File: src/rtl/tsn_pkg.sv
package tsn_pkg;
  localparam int ADDR_W = 8;

  // register byte offsets
  localparam logic [ADDR_W-1:0] A_CTRL   = 8'h00;
  localparam logic [ADDR_W-1:0] A_THRESH = 8'h14;
  localparam logic [ADDR_W-1:0] A_COUNT  = 8'h1C;
  localparam logic [ADDR_W-1:0] A_STAT   = 8'h20;
  localparam logic [ADDR_W-1:0] A_IEN    = 8'h24;
  localparam logic [ADDR_W-1:0] A_ICLR   = 8'h28;

  // control fields
  localparam int B_EN    = 0;
  localparam int B_START = 4;
  localparam int SMP_LSB = 16;
  localparam logic [31:0] CTRL_MASK = 32'h7F1F_0F11;

  // status / enable / clear shared layout
  localparam int B_LO  = 1;
  localparam int B_HI  = 2;
  localparam int B_RDY = 15;
  localparam logic [6:0] FLAG_MASK = 7'h77;

  localparam int THR_W = 16;
endpackage

File: src/rtl/tsn_osc_edge.sv
module tsn_osc_edge #(
  parameter int STAGES = 2
) (
  input  logic clk,
  input  logic rst_n,
  input  logic osc_i,
  output logic rise_o
);
  // STAGES synchronizer flops plus one history flop for edge detection
  logic [STAGES:0] sh;

  always_ff @(posedge clk or negedge rst_n) begin
    if (!rst_n) sh <= '0;
    else        sh <= {sh[STAGES-1:0], osc_i};
  end

  assign rise_o = sh[STAGES-1] & ~sh[STAGES];
endmodule

File: src/rtl/tsn_startup.sv
module tsn_startup #(
  parameter int DELAY = 40
) (
  input  logic clk,
  input  logic rst_n,
  input  logic en_i,
  output logic rdy_o
);
  localparam int CW = $clog2(DELAY + 1);
  localparam logic [CW-1:0] LAST = CW'(DELAY - 1);

  logic [CW-1:0] cnt;

  always_ff @(posedge clk or negedge rst_n) begin
    if (!rst_n) begin
      cnt   <= '0;
      rdy_o <= 1'b0;
    end else if (!en_i) begin
      cnt   <= '0;
      rdy_o <= 1'b0;
    end else if (!rdy_o) begin
      if (cnt == LAST) rdy_o <= 1'b1;
      else             cnt   <= cnt + 1'b1;
    end
  end
endmodule

File: src/rtl/tsn_period_count.sv
module tsn_period_count #(
  parameter int CNT_W = 16,
  parameter int PER_W = 4
) (
  input  logic             clk,
  input  logic             rst_n,
  input  logic             run_i,
  input  logic             rise_i,
  input  logic [PER_W-1:0] nper_i,
  output logic             done_o,
  output logic [CNT_W-1:0] count_o
);
  localparam logic [CNT_W-1:0] CMAX = {CNT_W{1'b1}};

  logic             armed;
  logic [CNT_W-1:0] cyc;
  logic [PER_W-1:0] per;
  logic [PER_W-1:0] last;
  logic [CNT_W-1:0] cyc_nx;
  logic             wrap;

  // an N of zero is measured as one period
  assign last   = (nper_i == '0) ? '0 : nper_i - 1'b1;
  assign cyc_nx = (cyc == CMAX) ? cyc : cyc + 1'b1;
  assign wrap   = (per >= last);
  assign done_o = run_i & armed & rise_i & wrap;
  assign count_o = cyc;

  always_ff @(posedge clk or negedge rst_n) begin
    if (!rst_n) begin
      armed <= 1'b0;
      cyc   <= '0;
      per   <= '0;
    end else if (!run_i) begin
      armed <= 1'b0;
      cyc   <= '0;
      per   <= '0;
    end else if (!armed) begin
      if (rise_i) begin
        armed <= 1'b1;
        cyc   <= CNT_W'(1);
        per   <= '0;
      end
    end else if (rise_i) begin
      if (wrap) begin
        cyc <= CNT_W'(1);
        per <= '0;
      end else begin
        cyc <= cyc_nx;
        per <= per + 1'b1;
      end
    end else begin
      cyc <= cyc_nx;
    end
  end
endmodule

File: src/rtl/tsn_meter.sv
module tsn_meter
  import tsn_pkg::*;
#(
  parameter int STARTUP_CYC = 40,
  parameter int SYNC_STAGES = 2,
  parameter int CNT_W       = 16,
  parameter int PER_W       = 4
) (
  input  logic              clk,
  input  logic              rst_n,
  input  logic              osc_i,
  input  logic              reg_we,
  input  logic [ADDR_W-1:0] reg_addr,
  input  logic [31:0]       reg_wdata,
  output logic [31:0]       reg_rdata,
  output logic              irq_o
);
  logic [31:0]      ctrl_q;
  logic [31:0]      thr_q;
  logic [CNT_W-1:0] data_q;
  logic [6:0]       ien_q;
  logic             flag_lo, flag_hi;

  logic             en_w, run_w, rdy_w, rise_w, done_w;
  logic [CNT_W-1:0] count_w;
  logic             clr_lo_w, clr_hi_w, lo_hit, hi_hit;
  logic [31:0]      stat_w;

  assign en_w  = ctrl_q[B_EN];
  assign run_w = en_w & ctrl_q[B_START] & rdy_w;

  tsn_osc_edge #(.STAGES(SYNC_STAGES)) u_edge (
    .clk(clk), .rst_n(rst_n), .osc_i(osc_i), .rise_o(rise_w)
  );

  tsn_startup #(.DELAY(STARTUP_CYC)) u_start (
    .clk(clk), .rst_n(rst_n), .en_i(en_w), .rdy_o(rdy_w)
  );

  tsn_period_count #(.CNT_W(CNT_W), .PER_W(PER_W)) u_cnt (
    .clk(clk), .rst_n(rst_n), .run_i(run_w), .rise_i(rise_w),
    .nper_i(ctrl_q[SMP_LSB +: PER_W]), .done_o(done_w), .count_o(count_w)
  );

  assign lo_hit   = done_w & ({{(32-CNT_W){1'b0}}, count_w} <= {16'b0, thr_q[THR_W-1:0]});
  assign hi_hit   = done_w & ({{(32-CNT_W){1'b0}}, count_w} >= {16'b0, thr_q[31:THR_W]});
  assign clr_lo_w = reg_we & (reg_addr == A_ICLR) & reg_wdata[B_LO];
  assign clr_hi_w = reg_we & (reg_addr == A_ICLR) & reg_wdata[B_HI];

  always_ff @(posedge clk or negedge rst_n) begin
    if (!rst_n) begin
      ctrl_q <= '0;
      thr_q  <= '0;
      ien_q  <= '0;
    end else if (reg_we) begin
      case (reg_addr)
        A_CTRL:   ctrl_q <= reg_wdata & CTRL_MASK;
        A_THRESH: thr_q  <= reg_wdata;
        A_IEN:    ien_q  <= reg_wdata[6:0] & FLAG_MASK;
        default:  ;
      endcase
    end
  end

  always_ff @(posedge clk or negedge rst_n) begin
    if (!rst_n)      data_q <= '0;
    else if (done_w) data_q <= count_w;
  end

  // a new event wins over a simultaneous clear
  always_ff @(posedge clk or negedge rst_n) begin
    if (!rst_n) begin
      flag_lo <= 1'b0;
      flag_hi <= 1'b0;
    end else begin
      if (lo_hit)        flag_lo <= 1'b1;
      else if (clr_lo_w) flag_lo <= 1'b0;
      if (hi_hit)        flag_hi <= 1'b1;
      else if (clr_hi_w) flag_hi <= 1'b0;
    end
  end

  always_comb begin
    stat_w        = '0;
    stat_w[B_RDY] = rdy_w;
    stat_w[B_LO]  = flag_lo;
    stat_w[B_HI]  = flag_hi;
  end

  assign irq_o = |(stat_w[6:0] & ien_q);

  always_comb begin
    case (reg_addr)
      A_CTRL:   reg_rdata = ctrl_q;
      A_THRESH: reg_rdata = thr_q;
      A_COUNT:  reg_rdata = {{(32-CNT_W){1'b0}}, data_q};
      A_STAT:   reg_rdata = stat_w;
      A_IEN:    reg_rdata = {25'b0, ien_q};
      default:  reg_rdata = '0;
    endcase
  end
endmodule

File: config.mk
export PLATFORM = sky130hd
export DESIGN_NAME = tsn_meter
export DESIGN_NICKNAME = d
export VERILOG_FILES = /design/src/rtl/tsn_pkg.sv /design/src/rtl/tsn_osc_edge.sv /design/src/rtl/tsn_startup.sv /design/src/rtl/tsn_period_count.sv /design/src/rtl/tsn_meter.sv
export SDC_FILE = /design/constraint.sdc
export NUM_CORES = 1
export LEC_CHECK = 0
export BUFFER_PORTS_ARGS = -buffer_cell sky130_fd_sc_hd__buf_4
export CAP_MARGIN = 30
export CORE_MARGIN = 2
export CORE_UTILIZATION = 50
export CTS_CLUSTER_DIAMETER = 150
export CTS_CLUSTER_SIZE = 14
export DETAILED_ROUTE_END_ITERATION = 12
export PLACE_DENSITY_LB_ADDON = 0.05
export SETUP_SLACK_MARGIN = 0.2
export SKIP_CTS_REPAIR_TIMING = 1
export SYNTH_ARGS = -nofsm -noshare
export SYNTH_HDL_FRONTEND = slang
export SYNTH_HIERARCHICAL = 1
export SYNTH_SLANG_ARGS = --single-unit
File: constraint.sdc
create_clock -name clk -period 3.4 [get_ports clk]
set_input_delay 0.68 -clock clk [delete_from_list [all_inputs] [get_ports clk]]
set_output_delay 0.68 -clock clk [all_outputs]
set_load 0.01 [all_outputs]
* Word level (Yosys, flattened, before mapping)
Cells that the tools add are included.
** Operators by class
- $add $sub $neg :: 4
- $mul :: 0
- Div/mod/pow operators :: 0
- $lt $le $gt $ge :: 3
- Equality and inequality tests :: 11
- Shift operators :: 0
- Multiplexer cells :: 26
- Bitwise logic cells :: 13
- Reduce and logical (&&, ||, !) cells :: 9
** Operator list (count)
- 32-bit one-hot mux with 5 select lines :: 1
- 16-bit 2-to-1 mux :: 6
- 8-bit by 6-bit equality test with 1-bit output, second input constant :: 3
- 4-bit 2-to-1 mux :: 6
- 6-bit 2-to-1 mux :: 3
- 16-bit by 1-bit adder with 16-bit output, second input constant :: 1
- 16-bit equality test, second input constant :: 1
- 8-bit by 5-bit equality test with 1-bit output, second input constant :: 2
- 16-bit greater-or-equal comparator :: 1
- 16-bit <= comparator :: 1
- 1-bit bitwise AND :: 11
- 1-bit 2-to-1 mux :: 10
- 8-bit logical NOT :: 1
- 2-bit AND reduction :: 4
- 3-bit by 7-bit bitwise AND with 7-bit output :: 1
- 7-bit OR reduction :: 1
- 6-bit by 1-bit adder with 6-bit output, second input constant :: 1
- 6-bit equality test, second input constant :: 1
- 2-bit != test, second input constant :: 3
- 4-bit by 1-bit adder with 4-bit output, second input constant :: 1
- 4-bit greater-or-equal comparator :: 1
- 4-bit logical NOT :: 1
- 2-bit nonzero test :: 2
- 4-bit by 1-bit subtractor with 4-bit output, second input constant :: 1
- other kinds (2) :: 2
** Word-level totals
- Bits in registers :: 105
- Bits in latches :: 0
- Bits in writable memories :: 0
- Memory bits (read-only) :: 0
- Input bits :: 44
- Output and inout bits :: 33
- Word-level logic and storage cells :: 78
- Memories :: 0

* Longest topological paths before layout
- Depth after elaboration :: 7
- Gate-level depth with buffers :: 12
- Depth with buffers taken out :: 11

* By module
The synthesis kept the hierarchy.
** By module, submodules not included
- tsn_meter :: instances 1, cells each 358, area an instance 4113.9 um^2
- tsn_period_count :: instances 1, cells each 146, area an instance 1298.7 um^2
- tsn_startup :: instances 1, cells each 40, area an instance 409.1 um^2
- tsn_osc_edge :: instances 1, cells each 4, area an instance 88.8 um^2

* Worst setup path before layout
Ideal clock, no wire load.
- Path type :: input port to output port
- From :: input reg_addr[1]
- To :: output reg_rdata[1]
- Arrival time :: 2.443 ns
- Required time :: 2.720 ns
- Setup slack :: 0.277 ns
- Stages on the path :: 6
- Buffers on the path :: 1
- Path through :: or4_4 or3b_2 clkbuf_1 nor3b_1 a22oi_1 o21ai_0
** On the way
- Word-level cells in the longest chain between the ends :: 2
- Elaborated cells between the ends (all ways) :: 6
- Those cells by class :: 4 x eq/ne; 1 x mux; 1 x reduce/logical
** Ends and longest elaborated chain
- start: declaration :: RTL line tsn_meter.sv:13 : input logic [ADDR_W-1:0] reg_addr,
- 8-bit by 6-bit equality test with 1-bit output (tied with other cells) :: RTL line tsn_meter.sv:93 : case (reg_addr)
- 32-bit one-hot mux with 5 select lines (*) :: RTL line tsn_meter.sv:93
- end: declaration :: RTL line tsn_meter.sv:15 : output logic [31:0] reg_rdata,
Every way passes the cells marked *; elsewhere a longest branch is shown, timed or not.

* Worst setup path after layout
Ends and elaborated chain as after synthesis.

==> impl_metrics.env <==
export IMPL_status="finished, final reports clean"
export IMPL_hold_slack_ns=0.185
export IMPL_port_buffer_count=76
export IMPL_syn_to_final_growth_pct=19.2
export IMPL_clockBufferDepth=2
export IMPL_async_flop_share=1.00
export IMPL_maxSlewHeadroom=0.563
export IMPL_fin_crit_sh=0.948
export IMPL_ios=77
export IMPL_postSynthNetCount=631
export IMPL_drv_cap=0
export IMPL_p_leak_nw=3.35
export IMPL_p_per_area_nw_per_um2=383
export IMPL_via_per_inst=5.76
export IMPL_cp_arrival_ns=2.54
export IMPL_fin_nets=713
export IMPL_die_h_um=113
export IMPL_numCtsBuffers=9
export IMPL_slowest_delay_ns=0.55
export IMPL_cts_tree="done"
export IMPL_antenna_left=0
export IMPL_ys_seq_area_frac=0.445
export IMPL_rsz0062_at_grt="true"
export IMPL_core_um2=11500
export IMPL_drt_first_pass_iters=5
export IMPL_finalWirelength_mm=13.8
export IMPL_grt_pass1_vias=4610
export IMPL_cts_reportedPaths_clkPinSlew_ns=0.07
export IMPL_worst_setup_path_start_kind="primary input"
export IMPL_setup_viol=0
export IMPL_syn_inst=548
export IMPL_cp_required_ns=2.72
export IMPL_hpwl_mm=10.3
export IMPL_dieArea_um2=12700
export IMPL_drv_slew=0
export IMPL_yosys_area_top_type_share=0.445
export IMPL_cts_root_buf="clkbuf_16"
export IMPL_synth_seq_cells=105
export IMPL_tns_ns=0
export IMPL_die_w_um=113
export IMPL_synth_cell_types=65
export IMPL_cts_sinks=105
export IMPL_worst_setup_path_type="primary input to output pin"
export IMPL_synth_area_um2=5910
export IMPL_critical_path_most_common_cell="buf_4"
export IMPL_min_period_ns=3.22
export IMPL_path_buf_inv=3
export IMPL_grt_first_pass_wirelength_mm=23.1
export IMPL_initial_core_util=0.515
export IMPL_synth_edf_count=0
export IMPL_crit_fanout=4
export IMPL_final_util=0.615
export IMPL_cp_cell_sequence="buf_4 -> or4_4 -> or3b_4 -> nor3b_2 -> buf_4 -> a22oi_1 -> o21ai_0 -> buf_4"
export IMPL_routabilityCongestion=0.848
export IMPL_clkLatencyLatePin_ns=0.35
export IMPL_synth_area_leaders="dfrtp_1 (44%), mux2_2 (11%), ha_1 (8.3%), a22o_1 (3.0%), nand2_1 (2.7%)"
export IMPL_ys_flop_type="dfrtp_1"
export IMPL_h_tree_depth=3
export IMPL_synth_area_leader_cell="dfrtp_1"
export IMPL_crit_family="simple AND/OR/NAND/NOR gates"
export IMPL_avgRoutedWirePerCell_um=17.7
export IMPL_grt_max_degree=53
export IMPL_clock_skew_ns=0.00783
export IMPL_synth_most_common_cell="dfrtp_1"
export IMPL_drc=0
export IMPL_max_freq_mhz=310
export IMPL_synthTopCellsByCount="dfrtp_1 (105), mux2_2 (58), nand2_1 (43)"
export IMPL_dr_first_iter_drc_count=292
export IMPL_syn_avg_cell_area_um2=10.8
export IMPL_hold_path_class="primary input to async pin"
export IMPL_drive_above_1_share=0.304
export IMPL_grt_overflow_total=0
export IMPL_worstMarginPinSlew_ns=0.647
export IMPL_n_antenna_cell=0
export IMPL_yosys_warnings=6
export IMPL_ir_drop_mv=0.407
export IMPL_end_kind="output pin"
export IMPL_vias=4473
export IMPL_slowest_stage="or4_4"
export IMPL_track_usage=0.230
export IMPL_rows=39
export IMPL_antenna_found_initial=0
export IMPL_hold_viol=0
[where the power goes]
| part | internal, mW | switching [mW] | total [mW] |
|---|---|---|---|
| Clock | 0.720 | 0.464 | 1.18 |
| Sequential | 1.28 | 0.0303 | 1.31 |
| Combinational | 0.101 | 0.102 | 0.204 |
[cells by family after synthesis]
kind of cell / share of synthesized area
and+or+nand+nor: 0.145
AOI/OAI and AO/OA: 0.131
DFF: 0.445
muxes: 0.139
buffers and inverters: 0.0415
adders and majority gates: 0.0826
xor gates and xnor gates: 0.0163
[area by class of cell]
type | instances | area (µm²)
inverter | 38 | 143
clock inverter | 6 | 113
sequential | 105 | 2630
clock buffer | 9 | 225
tap | 143 | 179
timing repair buffer | 91 | 708
fill | 999 | 4420
multi-input combinational | 385 | 3050
[worst paths after layout]
path / cells past startpoint / startpoint / to / slack (ns)
worst max-delay path: 8 / reg_addr[1] / reg_rdata[1] / 0.18
max in group asynchronous: 2 / rst_n / u_cnt/count_o[0]$_DFFE_PN0P_ / 2.45
worst min-delay path: 1 / rst_n / thr_q[27]$_DFFE_PN0P_ / 0.18
min in group clk: 0 / u_edge/sh[0]$_DFF_PN0_ / u_edge/sh[1]$_DFF_PN0_ / 0.37
worst min register to register: 0 / u_edge/sh[0]$_DFF_PN0_ / u_edge/sh[1]$_DFF_PN0_ / 0.37
worst max register to register: 8 / ctrl_q[17]$_DFFE_PN0P_ / u_cnt/count_o[14]$_DFFE_PN0P_ / 0.57
[through the flow]
| step | instances | cell area (µm²) | power [mW] | setup slack [ns] |
|---|---|---|---|---|
| floorplan | 548 | 5910 | 1.43 | 0.277 |
| global placement | 761 | 6690 | 1.54 | 0.0855 |
| detailed placement | 761 | 6690 | 1.54 | 0.00987 |
| CTS | 776 | 7030 | 2.74 | 0.00304 |
| global route | 777 | 7050 | 2.82 | 0.110 |
| finish | 777 | 7050 | 2.70 | 0.178 |
[placed cells by master, fill, tap and decap left out, drive strengths merged, types with 7 or more instances in the layout]
cell    instances
xnor2          10
inv            40
a21oi          16
mux2           68
nand2          44
nand3          15
nand4           7
dfrtp         105
o21ai          21
nor3           12
nor2           32
buf            91
nor2b           9
clkbuf          9
a22oi          11
a22o           20
ha             39
[per-layer routing]
metal  share of wire  GRT usage  vias up  wire length [µm]
li1                -          -     2147                 -
met1            0.45      0.308     2209              6240
met2            0.48      0.375      104              6660
met3           0.054     0.0616       13               747
met4           0.010     0.0585        0               140
met5               0          0        -                 0
[sequential cells by signal, indices dropped and copies added (netlist names)]
name	count
thr_q	32
u_edge/sh	3
u_start/cnt	6
u_start/rdy_o	1
u_cnt/per	4
data_q	16
ien_q	6
u_cnt/armed	1
u_cnt/count_o	16
flag_hi	1
flag_lo	1
ctrl_q	18
Note: power is estimated with default switching activity, not from simulation.
